<file path="config.mk">
export PLATFORM = sky130hd
export DESIGN_NAME = spi_rx_word_packer
export DESIGN_NICKNAME = d
export VERILOG_FILES = /design/src/rtl/rxw_pkg.sv /design/src/rtl/rxw_bit_shifter.sv /design/src/rtl/rxw_timeout.sv /design/src/rtl/rxw_word_packer.sv /design/src/rtl/spi_rx_word_packer.sv
export SDC_FILE = /design/constraint.sdc
export NUM_CORES = 1
export LEC_CHECK = 0
export BUFFER_PORTS_ARGS = -buffer_cell sky130_fd_sc_hd__buf_4
export CAP_MARGIN = 20
export CORE_MARGIN = 2
export CORE_UTILIZATION = 59
export DETAILED_ROUTE_END_ITERATION = 10
export PLACE_DENSITY = 0.8
export REMOVE_ABC_BUFFERS = 1
export SYNTH_ARGS = -nofsm -noshare
export SYNTH_HDL_FRONTEND = slang
export SYNTH_SLANG_ARGS = --single-unit
</file>
<file path="constraint.sdc">
create_clock -name clk -period 5.2 [get_ports clk]
set_input_delay 0.52 -clock clk [delete_from_list [all_inputs] [get_ports clk]]
set_output_delay 0.52 -clock clk [all_outputs]
set_load 0.02 [all_outputs]
</file>
<file path="src/rtl/rxw_pkg.sv">
package rxw_pkg;
  localparam int BYTE_W     = 8;
  localparam int LANES      = 4;
  localparam int WORD_W     = BYTE_W * LANES;
  localparam int LANE_IDX_W = $clog2(LANES);
  localparam int BIT_IDX_W  = $clog2(BYTE_W);
  localparam int NUM_TMR    = 2;

  typedef logic [BYTE_W-1:0]     byte_t;
  typedef logic [WORD_W-1:0]     word_t;
  typedef logic [LANE_IDX_W-1:0] lane_idx_t;
endpackage

</file>
<file path="src/rtl/rxw_bit_shifter.sv">
module rxw_bit_shifter
  import rxw_pkg::*;
#(
  parameter int CREDIT_W = 4
) (
  input  logic  clk,
  input  logic  rst_n,
  input  logic  spi_sck,
  input  logic  spi_csn,
  input  logic  spi_miso,
  input  logic  cpha,
  input  logic  tx_byte_stb,
  output logic  byte_vld,
  output byte_t byte_data
);
  localparam logic [CREDIT_W-1:0] CREDIT_MAX = '1;

  logic                  sck_q;
  logic [BYTE_W-2:0]     shreg_q, shreg_n;
  logic [BIT_IDX_W-1:0]  bitcnt_q, bitcnt_n;
  logic [CREDIT_W-1:0]   credit_q, credit_n;
  logic                  vld_q, vld_n;
  byte_t                 byte_q, byte_n;
  logic                  edge_hit, sample, last_bit, have_credit, grant, spend;

  always_comb begin
    edge_hit    = cpha ? (sck_q & ~spi_sck) : (~sck_q & spi_sck);
    sample      = edge_hit & ~spi_csn;
    last_bit    = sample & (bitcnt_q == BIT_IDX_W'(BYTE_W-1));
    have_credit = (credit_q != '0);
    spend       = last_bit & have_credit;
    grant       = tx_byte_stb & (credit_q != CREDIT_MAX);

    bitcnt_n = bitcnt_q;
    shreg_n  = shreg_q;
    if (spi_csn) begin
      bitcnt_n = '0;
    end else if (sample) begin
      bitcnt_n = bitcnt_q + 1'b1;
      shreg_n  = {shreg_q[BYTE_W-3:0], spi_miso};
    end

    byte_n = byte_q;
    if (last_bit) byte_n = {shreg_q, spi_miso};
    vld_n = spend;

    credit_n = credit_q;
    if (grant && !spend)      credit_n = credit_q + 1'b1;
    else if (!grant && spend) credit_n = credit_q - 1'b1;
  end

  always_ff @(posedge clk or negedge rst_n) begin
    if (!rst_n) begin
      sck_q    <= 1'b0;
      shreg_q  <= '0;
      bitcnt_q <= '0;
      credit_q <= '0;
      vld_q    <= 1'b0;
      byte_q   <= '0;
    end else begin
      sck_q    <= spi_sck;
      shreg_q  <= shreg_n;
      bitcnt_q <= bitcnt_n;
      credit_q <= credit_n;
      vld_q    <= vld_n;
      byte_q   <= byte_n;
    end
  end

  assign byte_vld  = vld_q;
  assign byte_data = byte_q;

  // a delivered byte was backed by a credit one cycle earlier
  a_r3_byte_needs_credit: assert property (@(posedge clk) disable iff (!rst_n)
    vld_q |-> ($past(credit_q) != '0));

  // with the enable high at the previous edge no byte can come out
  a_r1_idle_no_byte: assert property (@(posedge clk) disable iff (!rst_n)
    $past(spi_csn) |-> !vld_q);
endmodule

</file>
<file path="src/rtl/rxw_timeout.sv">
module rxw_timeout #(
  parameter int TMR_W = 16
) (
  input  logic             clk,
  input  logic             rst_n,
  input  logic             restart,
  input  logic             clear,
  input  logic [TMR_W-1:0] cfg,
  output logic             expired
);
  logic [TMR_W-1:0] cnt_q, cnt_n;
  logic             run_q, run_n;

  always_comb begin
    cnt_n = cnt_q;
    run_n = run_q;
    if (clear) begin
      cnt_n = '0;
      run_n = 1'b0;
    end else if (restart) begin
      cnt_n = '0;
      run_n = 1'b1;
    end else if (run_q && (cnt_q != '1)) begin
      cnt_n = cnt_q + 1'b1;
    end
  end

  always_ff @(posedge clk or negedge rst_n) begin
    if (!rst_n) begin
      cnt_q <= '0;
      run_q <= 1'b0;
    end else begin
      cnt_q <= cnt_n;
      run_q <= run_n;
    end
  end

  assign expired = run_q & (cfg != '0) & (cnt_q >= cfg);

  // a cleared timer cannot report expiry in the next cycle
  a_r9_clear_quiets: assert property (@(posedge clk) disable iff (!rst_n)
    clear |=> !expired);
endmodule

</file>
<file path="src/rtl/rxw_word_packer.sv">
module rxw_word_packer
  import rxw_pkg::*;
(
  input  logic      clk,
  input  logic      rst_n,
  input  logic      byte_vld,
  input  byte_t     byte_data,
  input  logic      flush_req,
  input  logic      fifo_full,
  output logic      fifo_wr,
  output word_t     fifo_wdata,
  output lane_idx_t fifo_wbytes,
  output logic      overflow,
  output logic      gap_restart,
  output logic      buf_start,
  output logic      commit
);
  lane_idx_t cnt_q, cnt_n;
  word_t     lanes_q, lanes_n, lane_word;
  logic      out_vld_q, out_vld_n;
  word_t     out_data_q, out_data_n;
  lane_idx_t out_bytes_q, out_bytes_n;
  logic      ovf_q, ovf_n;
  logic      wr, out_free;

  always_comb begin
    wr       = out_vld_q & ~fifo_full;
    out_free = ~out_vld_q | ~fifo_full;

    lane_word = lanes_q;
    for (int l = 0; l < LANES; l++) begin
      if (cnt_q == LANE_IDX_W'(l)) lane_word[WORD_W-1-l*BYTE_W -: BYTE_W] = byte_data;
    end

    cnt_n       = cnt_q;
    lanes_n     = lanes_q;
    out_vld_n   = out_vld_q & ~wr;
    out_data_n  = out_data_q;
    out_bytes_n = out_bytes_q;
    ovf_n       = ovf_q;
    commit      = 1'b0;
    gap_restart = 1'b0;
    buf_start   = 1'b0;

    if (byte_vld) begin
      if (!out_free) begin
        ovf_n = 1'b1;
      end else if (cnt_q == LANE_IDX_W'(LANES-1)) begin
        out_data_n  = lane_word;
        out_bytes_n = '0;
        out_vld_n   = 1'b1;
        lanes_n     = '0;
        cnt_n       = '0;
        commit      = 1'b1;
      end else begin
        lanes_n     = lane_word;
        cnt_n       = cnt_q + 1'b1;
        gap_restart = 1'b1;
        buf_start   = (cnt_q == '0);
      end
    end else if (flush_req && (cnt_q != '0) && out_free) begin
      out_data_n  = lanes_q;
      out_bytes_n = cnt_q;
      out_vld_n   = 1'b1;
      lanes_n     = '0;
      cnt_n       = '0;
      commit      = 1'b1;
    end
  end

  always_ff @(posedge clk or negedge rst_n) begin
    if (!rst_n) begin
      cnt_q       <= '0;
      lanes_q     <= '0;
      out_vld_q   <= 1'b0;
      out_data_q  <= '0;
      out_bytes_q <= '0;
      ovf_q       <= 1'b0;
    end else begin
      cnt_q       <= cnt_n;
      lanes_q     <= lanes_n;
      out_vld_q   <= out_vld_n;
      out_data_q  <= out_data_n;
      out_bytes_q <= out_bytes_n;
      ovf_q       <= ovf_n;
    end
  end

  assign fifo_wr     = wr;
  assign fifo_wdata  = out_data_q;
  assign fifo_wbytes = out_bytes_q;
  assign overflow    = ovf_q;

  // a stalled word stays pending and unchanged
  a_r10_hold_stable: assert property (@(posedge clk) disable iff (!rst_n)
    (out_vld_q && fifo_full) |=> (out_vld_q && $stable(out_data_q) && $stable(out_bytes_q)));

  // the overflow flag never drops without reset
  a_r11_overflow_sticky: assert property (@(posedge clk) disable iff (!rst_n)
    overflow |=> overflow);

  // lanes above the valid count read zero on a residual write
  a_r7_zero_fill: assert property (@(posedge clk) disable iff (!rst_n)
    (fifo_wr && (fifo_wbytes != '0)) |->
      ((fifo_wdata << (BYTE_W * int'(fifo_wbytes))) == '0));

  // a flush is only taken from a non-empty partial word
  a_r9_no_empty_flush: assert property (@(posedge clk) disable iff (!rst_n)
    (commit && !byte_vld) |-> (cnt_q != '0));
endmodule

</file>
<file path="src/rtl/spi_rx_word_packer.sv">
module spi_rx_word_packer
  import rxw_pkg::*;
#(
  parameter int TMR_W    = 16,
  parameter int CREDIT_W = 4
) (
  input  logic              clk,
  input  logic              rst_n,
  input  logic              spi_sck,
  input  logic              spi_csn,
  input  logic              spi_miso,
  input  logic              cpha,
  input  logic              tx_byte_stb,
  input  logic [TMR_W-1:0]  buf_tmo_cfg,
  input  logic [TMR_W-1:0]  gap_tmo_cfg,
  input  logic              fifo_full,
  output logic              fifo_wr,
  output logic [WORD_W-1:0] fifo_wdata,
  output logic [1:0]        fifo_wbytes,
  output logic              overflow
);
  localparam int TMR_GAP = 0;
  localparam int TMR_BUF = 1;

  logic [1:0]       rst_sync_q;
  logic             rst_int_n;
  logic             byte_vld;
  byte_t            byte_data;
  logic             gap_restart, buf_start, commit;
  logic [NUM_TMR-1:0] tmr_restart, tmr_exp;
  logic [TMR_W-1:0] tmr_cfg [NUM_TMR];
  lane_idx_t        wbytes;

  always_ff @(posedge clk or negedge rst_n) begin
    if (!rst_n) rst_sync_q <= 2'b00;
    else        rst_sync_q <= {rst_sync_q[0], 1'b1};
  end
  assign rst_int_n = rst_sync_q[1];

  rxw_bit_shifter #(.CREDIT_W(CREDIT_W)) i_shifter (
    .clk         (clk),
    .rst_n       (rst_int_n),
    .spi_sck     (spi_sck),
    .spi_csn     (spi_csn),
    .spi_miso    (spi_miso),
    .cpha        (cpha),
    .tx_byte_stb (tx_byte_stb),
    .byte_vld    (byte_vld),
    .byte_data   (byte_data)
  );

  assign tmr_restart[TMR_GAP] = gap_restart;
  assign tmr_restart[TMR_BUF] = buf_start;
  assign tmr_cfg[TMR_GAP]     = gap_tmo_cfg;
  assign tmr_cfg[TMR_BUF]     = buf_tmo_cfg;

  for (genvar t = 0; t < NUM_TMR; t++) begin : g_tmr
    rxw_timeout #(.TMR_W(TMR_W)) i_tmr (
      .clk     (clk),
      .rst_n   (rst_int_n),
      .restart (tmr_restart[t]),
      .clear   (commit),
      .cfg     (tmr_cfg[t]),
      .expired (tmr_exp[t])
    );
  end

  rxw_word_packer i_packer (
    .clk         (clk),
    .rst_n       (rst_int_n),
    .byte_vld    (byte_vld),
    .byte_data   (byte_data),
    .flush_req   (|tmr_exp),
    .fifo_full   (fifo_full),
    .fifo_wr     (fifo_wr),
    .fifo_wdata  (fifo_wdata),
    .fifo_wbytes (wbytes),
    .overflow    (overflow),
    .gap_restart (gap_restart),
    .buf_start   (buf_start),
    .commit      (commit)
  );

  assign fifo_wbytes = 2'(wbytes);

  // nothing is written while the block is held in reset
  a_r12_quiet_in_reset: assert property (@(posedge clk)
    !rst_int_n |-> (!fifo_wr && !overflow));
endmodule

</file>
==> impl_results.md, run 1 <==
- Arr. time, crit path: 3.64 ns
- PnR worst setup slack: 1.857 ns
- Initial core utilization: 60.79%
- PD cells: 297.4 nW/um2
- Dpl ws: 1.706 ns
- Tot GR Track Use: 24.98%
- Final Skew: 0.008501 ns
- Initial antenna violation count: 0
- Routability cong.: 0.8555
- CTS tree: done
- FP Rows: 39
- Residual DRC count: 0
- Final hold viol count: 0
- VDD IR max: 0.0002899 V
- Die H: 112.7 um
- Hold path cells: 1
- Async S/R FF share, synth: 100.0%
- Detail Route Antenna Nets: 0
- Worst-margin pin slew: 0.8641 ns
- Critical Setup Path Class: reg -> reg
- Synth area leader: dfrtp_1
- FF-to-FF End: i_shifter.credit_q[3]
- R2r startpoint: i_shifter.sck_q
- Post-Route WL: 15010 um
- Final #Nets: 793
- Setup violators final: 0
- Cells after Synth: 631
- Leakage: 4.029 nW
- RSZ-0062 raised after global routing: no
- Num ports: 76
- Synth warn: 0
- Port Buf Inserts: 75
- TritonRoute pass-1 iters: 7
- Top cells by count, synth: 130 x dfrtp_1, 62 x inv_1, 48 x mux2_2, 44 x ha_1
- Mapped Area: 6970 um2
- Area growth from synthesis to layout: 18.47%
- Root buffer cell: clkbuf_16
- Clk_lat worst skew: 0.42 ns
- Layout cell share with drive strength beyond 1: 23.02%
- Pwr Total: 2.456 mW
- Num Clock Sinks: 130
- Die Wd: 112.7 um
- Vias: 5083
- Average wire per standard cell: 17.38 um
- Top-count cell post-synth: dfrtp_1
- Die ar.: 12700 um2
- Crit-path max FO: 9
- Status: finished clean
- R2R depth: 13
- H-tree levels: 4
- Max Clock Freq: 0.2992 GHz
- Period utilisation layout: 64.28%
- Number of global-route vias before repair: 5294
- Min-delay worst type: in -> reg
- ANT cells: 0
- Slew Viols, Final: 0
- Worst Setup Start Kind: flop
- Reg clk slew, reported paths: 0.06 ns
- Dominant synthesized flop cell: dfrtp_1
- First DRT Iteration DRCs: 368
- Synth cell types: 50
- Fin crit period: 3.343 ns
- Syn_area_per_cell: 11.05 um2
- Num CTS Buffers: 17
- Ranking of synthesized cells by area: dfrtp_1 47%, ha_1 7.9%, mux2_2 7.8%
- Sequential cell area fraction in the yosys report: 46.67%
- Max-cap violations: 0
- Setup TNS: 0 ns
- Crit path capture type: flop
- Dpl hpwl: 10330 um
- Number of synthesized flops with an enable pin: 0
- Yosys reg bits: 130
- Post_cts resized: 0
- WP data required: 5.50 ns
- Clock Path Buffers: 2
- Slew headroom: 42.21%
- DR vias/cell: 5.883
- Post-synth top area share: 46.67%
- Hold Path End: i_shifter.sck_q
- Core Box Area: 11470 um2
- Largest net degree at the start of global routing: 69
- Worst hold start: spi_sck
- Reg2Reg Setup Slack: 1.86 ns
- First-pass GRT wire length: 25690 um
- Total gr overflow: 0
==> routing by layer <==
layer / vias up / GRT usage [%] / share of wire, %
met5: - / 0 / 0
met4: 0 / 7.317 / 0.88
met3: 15 / 5.570 / 4.5
met2: 115 / 42.28 / 51
met1: 2537 / 32.55 / 43
li1: 2416 / - / -
==> worst max path at each step <==
stage	start	endpoint	slack [ns]	depth (start not counted)
after floorplan	rst_sync_q[1]	g_tmr[0].i_tmr.cnt_q[0]	1.31	0
after global placement	cpha	i_shifter.credit_q[3]	1.91	14
after detailed placement	cpha	i_shifter.credit_q[3]	1.71	14
after CTS	i_shifter.sck_q	i_shifter.credit_q[3]	1.88	13
after global routing	i_shifter.sck_q	i_shifter.credit_q[3]	1.61	13
final	i_shifter.sck_q	i_shifter.credit_q[3]	1.86	13
==> flip-flops by register name, indices dropped and copies added (netlist names), 2 cells and up <==
register              cells
i_shifter.bitcnt_q        3
i_packer.lanes_q         32
i_shifter.byte_data       8
g_tmr.i_tmr.run_q         2
i_packer.cnt_q            2
i_packer.fifo_wdata      32
i_shifter.credit_q        4
rst_sync_q                2
i_packer.fifo_wbytes      2
i_shifter.shreg_q         7
g_tmr.i_tmr.cnt_q        32
==> critical path: stages, from the launching register on <==
cell     delay, ns
dfrtp_1       0.37
nor3b_1       0.22
a21oi_1       0.14
nor2_1        0.51
and2_1        0.43
o41ai_1       0.21
ha_1          0.28
inv_1         0.13
ha_1          0.25
a21o_1        0.16
a21oi_1       0.17
xnor2_1       0.14
nor2_1        0.07
xor2_1        0.14
==> cells by family after synthesis <==
group,after synthesis,synth area share (%)
simple gates,154,12.57
flops,130,46.67
compound gates,97,9.909
buf+inv,87,4.972
mux,84,13.50
fa+ha+maj,45,8.185
xor+xnor,33,4.146
other cells,1,0.05380
==> layout make-up <==
class	instances	area (um2)
Fill cell	761	3209
Clock inverter	12	132.6
Clock buffer	20	456.7
Inverter	66	247.7
Sequential cell	130	3257
Multi-Input combinational cell	414	3390
Timing Repair Buffer	79	595.6
Tap cell	143	178.9
==> power breakdown <==
group | switching, mW | total, mW | internal, mW
clock network | 0.439 | 1.17 | 0.730
logic | 0.0808 | 0.178 | 0.0974
registers | 0.0526 | 1.11 | 1.06
==> metrics by stage <==
stage                     utilization, %  std cells  area (um2)  hold WS (ns)
after detailed placement           66.68        831        7646        0.3031
after floorplan                        -        610        6872        0.2244
after global routing               72.01        864        8258        0.2172
final                              72.01        864        8258        0.2201
after global placement             66.68        831        7646        0.3024
after CTS                          71.90        864        8245        0.2073
==> what timing repair did <==
action / in CTS / in global routing
endpoints found under the setup margin: 0 / 0
endpoints found under the hold margin: 2 / 0
setup buffers: 0 / 0
hold buffers: 1 / 0
==> cell usage in the layout (no fill, tap or decap), drive strengths merged, types with 10 or more instances in the layout <==
master  netlist  final
a32oi        24     24
dfrtp       130    130
nor2         29     29
clkinv        4     10
nand4        16     16
nor4         11     11
nor3b        18     18
ha           44     44
mux2         80     80
nand2        19     19
xor2         23     23
a21oi        16     16
nand3        19     19
and3         15     15
inv          62     63
xnor2        10     10
buf          10     78
and2         13     13
clkbuf       11     20
o21ai        35     35
(Power assumes the default switching activity.)
==> run 2: changes to the inputs <==
clock period = 3.1 ns   (was 5.2 ns; I/O delays follow)
==> run 2 against run 1 <==
Effect of this change: sequential share of layout area down 0.32 points; die area unchanged; core utilization up 0.59 points; cell area up 0.82%; clock-buffer cell count down 2; combinational power up 78%; flip-flop and latch count unchanged; non-clock buffer count up 8; maximum frequency up 17%; global-route usage up 0.24 points; clock power up 68%; setup slack worse by 1.6 ns; largest power group unchanged.
==> impl_results.md, run 2 (synthesized netlist as in run 1, its figures left out) <==
- Final Skew: 0.01041 ns (+0.001906 ns)
- ANT cells: 0 (unchanged)
- FP Rows: 39 (unchanged)
- Residual DRC count: 0 (unchanged)
- Core Box Area: 11470 um2 (unchanged)
- Final hold viol count: 0 (unchanged)
- Area taken by multi-input logic gates: 3377 um2 (-0.37%)
- Tot GR Track Use: 25.22% (+0.24 points)
- RSZ-0062 raised after global routing: no
- Die ar.: 12700 um2 (unchanged)
- Clk_lat worst skew: 0.41 ns (about the same)
- Post-CTS Setup Inserts: 0 (unchanged)
- CTS tree: done
- Area growth from synthesis to layout: 19.44%
- Num Clock Sinks: 130 (unchanged)
- Crit path capture type: flop
- Initial antenna violation count: 0 (unchanged)
- Register Area: 3257 um2 (unchanged)
- Arr. time, crit path: 3.15 ns (-0.49 ns)
- PD cells: 495.9 nW/um2 (+67%)
- First-pass GRT wire length: 25830 um (+0.56%)
- Vias: 5150 (+1.3%)
- Fill cell count: 787 (+3.4%)
- Leakage: 4.072 nW (+1.1%)
- Die H: 112.7 um (unchanged)
- Final #Nets: 801 (+1.0%)
- Dpl hpwl: 10380 um (+0.47%)
- Core Util, Final: 72.60% (+0.59 points)
- Max Clock Freq: 0.3503 GHz (+17%)
- Crit-path max FO: 38 (+29)
- Max-cap violations: 0 (unchanged)
- Status: finished clean
- Total gr overflow: 0 (unchanged)
- Slew Viols, Final: 0 (unchanged)
- Routability cong.: 0.8397 (-1.8%)
- Post-Route WL: 15260 um (+1.6%)
- Port Buf Inserts: 75 (unchanged)
- Largest net degree at the start of global routing: 129 (+87%)
- Most common cell after layout, fill and taps aside: dfrtp_1
- Num ports: 76 (unchanged)
- Period utilisation layout: 92.07% (+28 points)
- Slew headroom: 43.54% (+1.3 points)
- Worst Setup Start Kind: flop
- First DRT Iteration DRCs: 320 (-13%)
- Fin crit period: 2.854 ns (-0.4882 ns)
- DR vias/cell: 5.906 (+0.39%)
- Worst-margin pin slew: 0.8404 ns (-0.02367 ns)
- Num CTS Buffers: 17 (unchanged)
- Critical Setup Path Class: reg -> reg
- Commonest cells after routing, fill and taps aside: 129 x dfrtp_1, 84 x buf_4, 62 x inv_1, 48 x mux2_2, 44 x ha_1
- Initial core utilization: 60.79% (unchanged)
- WHS: 0.01918 ns (-0.2009 ns)
- Root buffer cell: clkbuf_16
- Die Wd: 112.7 um (unchanged)
- Min-delay worst type: in -> reg
- Clock Path Buffers: 2 (unchanged)
- Average wire per standard cell: 17.49 um (+0.69%)
- Design area: 8325 um2 (+0.82%)
- H-tree levels: 4 (unchanged)
- Detail Route Antenna Nets: 0 (unchanged)
- Layout cell share with drive strength beyond 1: 23.59% (+0.57 points)
- TritonRoute pass-1 iters: 5 (-2)
- Setup violators final: 0 (unchanged)
- WP data required: 3.39 ns (-2.11 ns)
- Hold path cells: 1 (unchanged)
- Pwr Total: 4.129 mW (+68%)
- R2R depth: 9 (-4)
- Number of global-route vias before repair: 5413 (+2.2%)
- Reg clk slew, reported paths: 0.06 ns (about the same)
- VDD IR max: 0.0004684 V (+62%)
- Area after DPL: 7731 um2 (+1.1%)
-- run 2: cell count changes in the layout (fill, tap and decap cells not counted), moves of 2 or more --
| cell | before | now |
|---|---|---|
| nor4_2 | 2 | 0 |
| nor4_1 | 9 | 11 |
| clkbuf_8 | 2 | 0 |
| buf_12 | 0 | 2 |
| buf_4 | 78 | 84 |
| inv_6 | 1 | 3 |
-- run 2: critical path, cell delays in order, from the launching register on --
cell,delay (ns)
dfrtp_1,0.39
inv_1,0.06
ha_1,0.26
nand2b_1,0.18
a2111oi_4,0.40
nor4b_4,0.10
o31ai_4,0.36
o311a_4,0.38
buf_12,0.24
mux2_1,0.35
-- run 2: through the flow --
step | TNS (ns) | instances | setup slack [ns]
5_1_grt | 0 | 872 | 0.1353
3_5_place_dp | 0 | 839 | 0.2517
3_3_place_gp | 0 | 839 | 0.3434
6_report | 0 | 872 | 0.2457
2_1_floorplan | -105.25 | 610 | -0.7901
4_1_cts | 0 | 872 | 0.2333
-- run 2: area by class of cell --
class	instances	area share, %
flip-flops and latches	130	39.12
clock buffers	18	5.155
well taps	143	2.149
clock inverters	14	1.864
multi-input cells	414	40.56
repair buffers	87	8.176
inverters	66	2.976
-- run 2: report_power, final --
part	total [mW]	internal [mW]	switching, mW
Clock	1.97	1.19	0.780
Sequential	1.84	1.77	0.0666
Combinational	0.317	0.167	0.149
-- run 2: worst paths after layout --
path,start,to,slack [ns]
min in group asynchronous,rst_n,rst_sync_q[1],0.21
worst min-delay path,spi_sck,i_shifter.sck_q,0.02
worst max register to register,g_tmr[1].i_tmr.cnt_q[0],i_packer.fifo_wdata[31],0.25
worst min register to register,rst_sync_q[0],rst_sync_q[1],0.36
max in group asynchronous,rst_sync_q[1],g_tmr[0].i_tmr.cnt_q[7],2.16
worst max-delay path,g_tmr[1].i_tmr.cnt_q[0],i_packer.fifo_wdata[31],0.25
-- run 2: timing repair --
item / 4_1_cts / 5_1_grt
hold buffers: 1 / 0
resized for setup: 0 / 0
hold endpoints to repair: 2 / 0
-- run 2: routing by layer --
layer / up-vias / global-route usage [%] / share of wire, %
met5: - / 0 / 0
met4: 0 / 5.772 / 1.2
met3: 19 / 6.213 / 4.3
met2: 127 / 43.35 / 51
met1: 2575 / 32.61 / 43
li1: 2429 / - / -
==> run 3: changes to the inputs <==
PLACE_DENSITY = 0.81   (was 0.8)
==> run 3 against run 2 <==
Effect of this change: clock power up 4%; sequential share of layout area down 0.26 points; cell area up 0.68%; die area unchanged; critical endpoint is now i_shifter.credit_q[3]; largest cell class unchanged; largest power group unchanged.
==> impl_results.md, run 3 (synthesized netlist as in run 1, its figures left out) <==
- Total gr overflow: 0 (unchanged)
- Crit path capture type: flop
- Layout cell share with drive strength beyond 1: 23.98% (+0.38 points)
- Critical Setup Path Class: in -> reg
- Most common cell after layout, fill and taps aside: dfrtp_1
- Fill cell count: 764 (-2.9%)
- Residual DRC count: 0 (unchanged)
- Post-Route WL: 15500 um (+1.6%)
- Vias: 5170 (+0.39%)
- ANT cells: 0 (unchanged)
- Average wire per standard cell: 17.68 um (+1.1%)
- Final hold viol count: 0 (unchanged)
- Status: finished clean
- Detail Route Antenna Nets: 0 (unchanged)
- RSZ-0062 raised after global routing: no
- First-pass GRT wire length: 26500 um (+2.6%)
- Max-cap violations: 0 (unchanged)
- Routability cong.: 0.8431 (+0.40%)
- H-tree levels: 4 (unchanged)
- Clk_lat worst skew: 0.42 ns (about the same)
- Post_cts resized: 0 (unchanged)
- Initial antenna violation count: 0 (unchanged)
- Core Util, Final: 73.09% (+0.49 points)
- PD cells: 503.0 nW/um2 (+1.4%)
- Dpl hpwl: 10570 um (+1.8%)
- Final Skew: 0.01119 ns (+0.0007803 ns)
- WP data required: 3.41 ns (+0.02 ns)
- Die Wd: 112.7 um (unchanged)
- TritonRoute pass-1 iters: 5 (unchanged)
- Largest net degree at the start of global routing: 71 (-45%)
- VDD IR max: 0.0005887 V (+26%)
- Commonest cells after routing, fill and taps aside: 129 x dfrtp_1, 89 x buf_4, 62 x inv_1, 48 x mux2_2, 44 x ha_1
- Port Buf Inserts: 75 (unchanged)
- Tot GR Track Use: 26.19% (+0.96 points)
- Worst-margin pin slew: 0.8919 ns (+0.05152 ns)
- Leakage: 4.120 nW (+1.2%)
- Max Clock Freq: 0.3466 GHz (-1.1%)
- Num CTS Buffers: 17 (unchanged)
- Root buffer cell: clkbuf_16
- CTS tree: done
- Core Box Area: 11470 um2 (unchanged)
- Post-CTS Setup Inserts: 0 (unchanged)
- Die H: 112.7 um (unchanged)
- Slew headroom: 40.54% (-3.0 points)
- Num Clock Sinks: 130 (unchanged)
- FP Rows: 39 (unchanged)
- Num ports: 76 (unchanged)
- Fin crit period: 2.885 ns (+0.03063 ns)
- Arr. time, crit path: 3.19 ns (+0.04 ns)
- Number of global-route vias before repair: 5431 (+0.33%)
- Setup TNS: 0 ns (unchanged)
- PnR worst setup slack: 0.2150 ns (-0.03063 ns)
- Area growth from synthesis to layout: 20.25%
- Slew Viols, Final: 0 (unchanged)
- Period utilisation layout: 93.06% (+0.99 points)
- Die ar.: 12700 um2 (unchanged)
- Initial core utilization: 60.79% (unchanged)
- Pwr Total: 4.216 mW (+2.1%)
- Dpl ws: 0.2943 ns (+0.04257 ns)
- First DRT Iteration DRCs: 336 (+5.0%)
- Min-delay worst type: in -> reg
- Setup violators final: 0 (unchanged)
- DR vias/cell: 5.895 (-0.18%)
- Reg clk slew, reported paths: 0.06 ns (about the same)
- Worst Setup Start Kind: primary input
- Clock Path Buffers: 2 (unchanged)
- Final #Nets: 806 (+0.62%)
- Crit-path max FO: 4 (-89%)
## run 3: cell types whose count changed in the layout (fill, tap and decap cells not counted), sizes merged
cell / previous run / this run
buf: 86 / 90
clkinv: 8 / 12
clkinvlp: 4 / 0
inv: 66 / 63
clkbuf: 18 / 20
bufinv: 2 / 3
dlygate4sd3: 1 / 2
## run 3: worst paths after layout
path                       slack, ns  depth (start not counted)                     from                       to
setup / recovery                0.22                         16                  spi_sck    i_shifter.credit_q[3]
hold / removal                  0.08                          2                  spi_csn    i_shifter.bitcnt_q[1]
setup reg to reg                0.29                          9  g_tmr[1].i_tmr.cnt_q[0]   i_packer.fifo_wdata[3]
hold reg to reg                 0.36                          0            rst_sync_q[0]            rst_sync_q[1]
max in group asynchronous       1.82                          1            rst_sync_q[1]  i_packer.fifo_wdata[15]
min in group asynchronous       0.21                          2                    rst_n            rst_sync_q[1]
## run 3: area by class of cell
cell class                 count  area (um2)  area share, %
sequential                   130        3257          38.86
timing repair buffer          92       708.2          8.449
inverter                      66       247.7          2.956
clock buffer                  20       456.7          5.449
clock inverter                12       156.4          1.866
tap                          143       178.9          2.135
multi-input combinational    414        3377          40.29
## run 3: layer usage
layer	track usage, %	vias up	share of wire, %
met3	6.749	25	4.6
li1	-	2441	-
met4	7.236	0	1.5
met2	45.79	139	52
met1	32.37	2565	42
met5	0	-	0
## run 3: worst max-delay path: stages
cell,delay (ns)
dlygate4sd3_1,0.53
buf_4,0.14
nor3b_1,0.12
a21oi_1,0.11
buf_4,0.15
nor2_1,0.06
and2_1,0.18
o41ai_1,0.12
ha_1,0.32
inv_1,0.12
ha_1,0.31
a21o_1,0.17
a21oi_1,0.19
xnor2_1,0.15
nor2_1,0.07
xor2_1,0.14
## run 3: stage by stage
stage	area [um2]	std cells	hold slack, ns
floorplan	6872	610	0.01441
global placement	7749	843	0.09281
detailed placement	7749	843	0.09376
CTS	8372	876	0.0003378
global route	8382	877	0.06618
finish	8382	877	0.07594
## run 3: timing repair
item	CTS	global route
hold buffers	1	1
setup endpoints to repair	0	0
endpoints found under the hold margin	2	1
## run 3: power by group
group	internal [mW]	switching, mW	leakage (nW)
Combinational	0.169	0.139	2.10
Clock	1.31	0.741	0.306
Sequential	1.77	0.0855	1.71
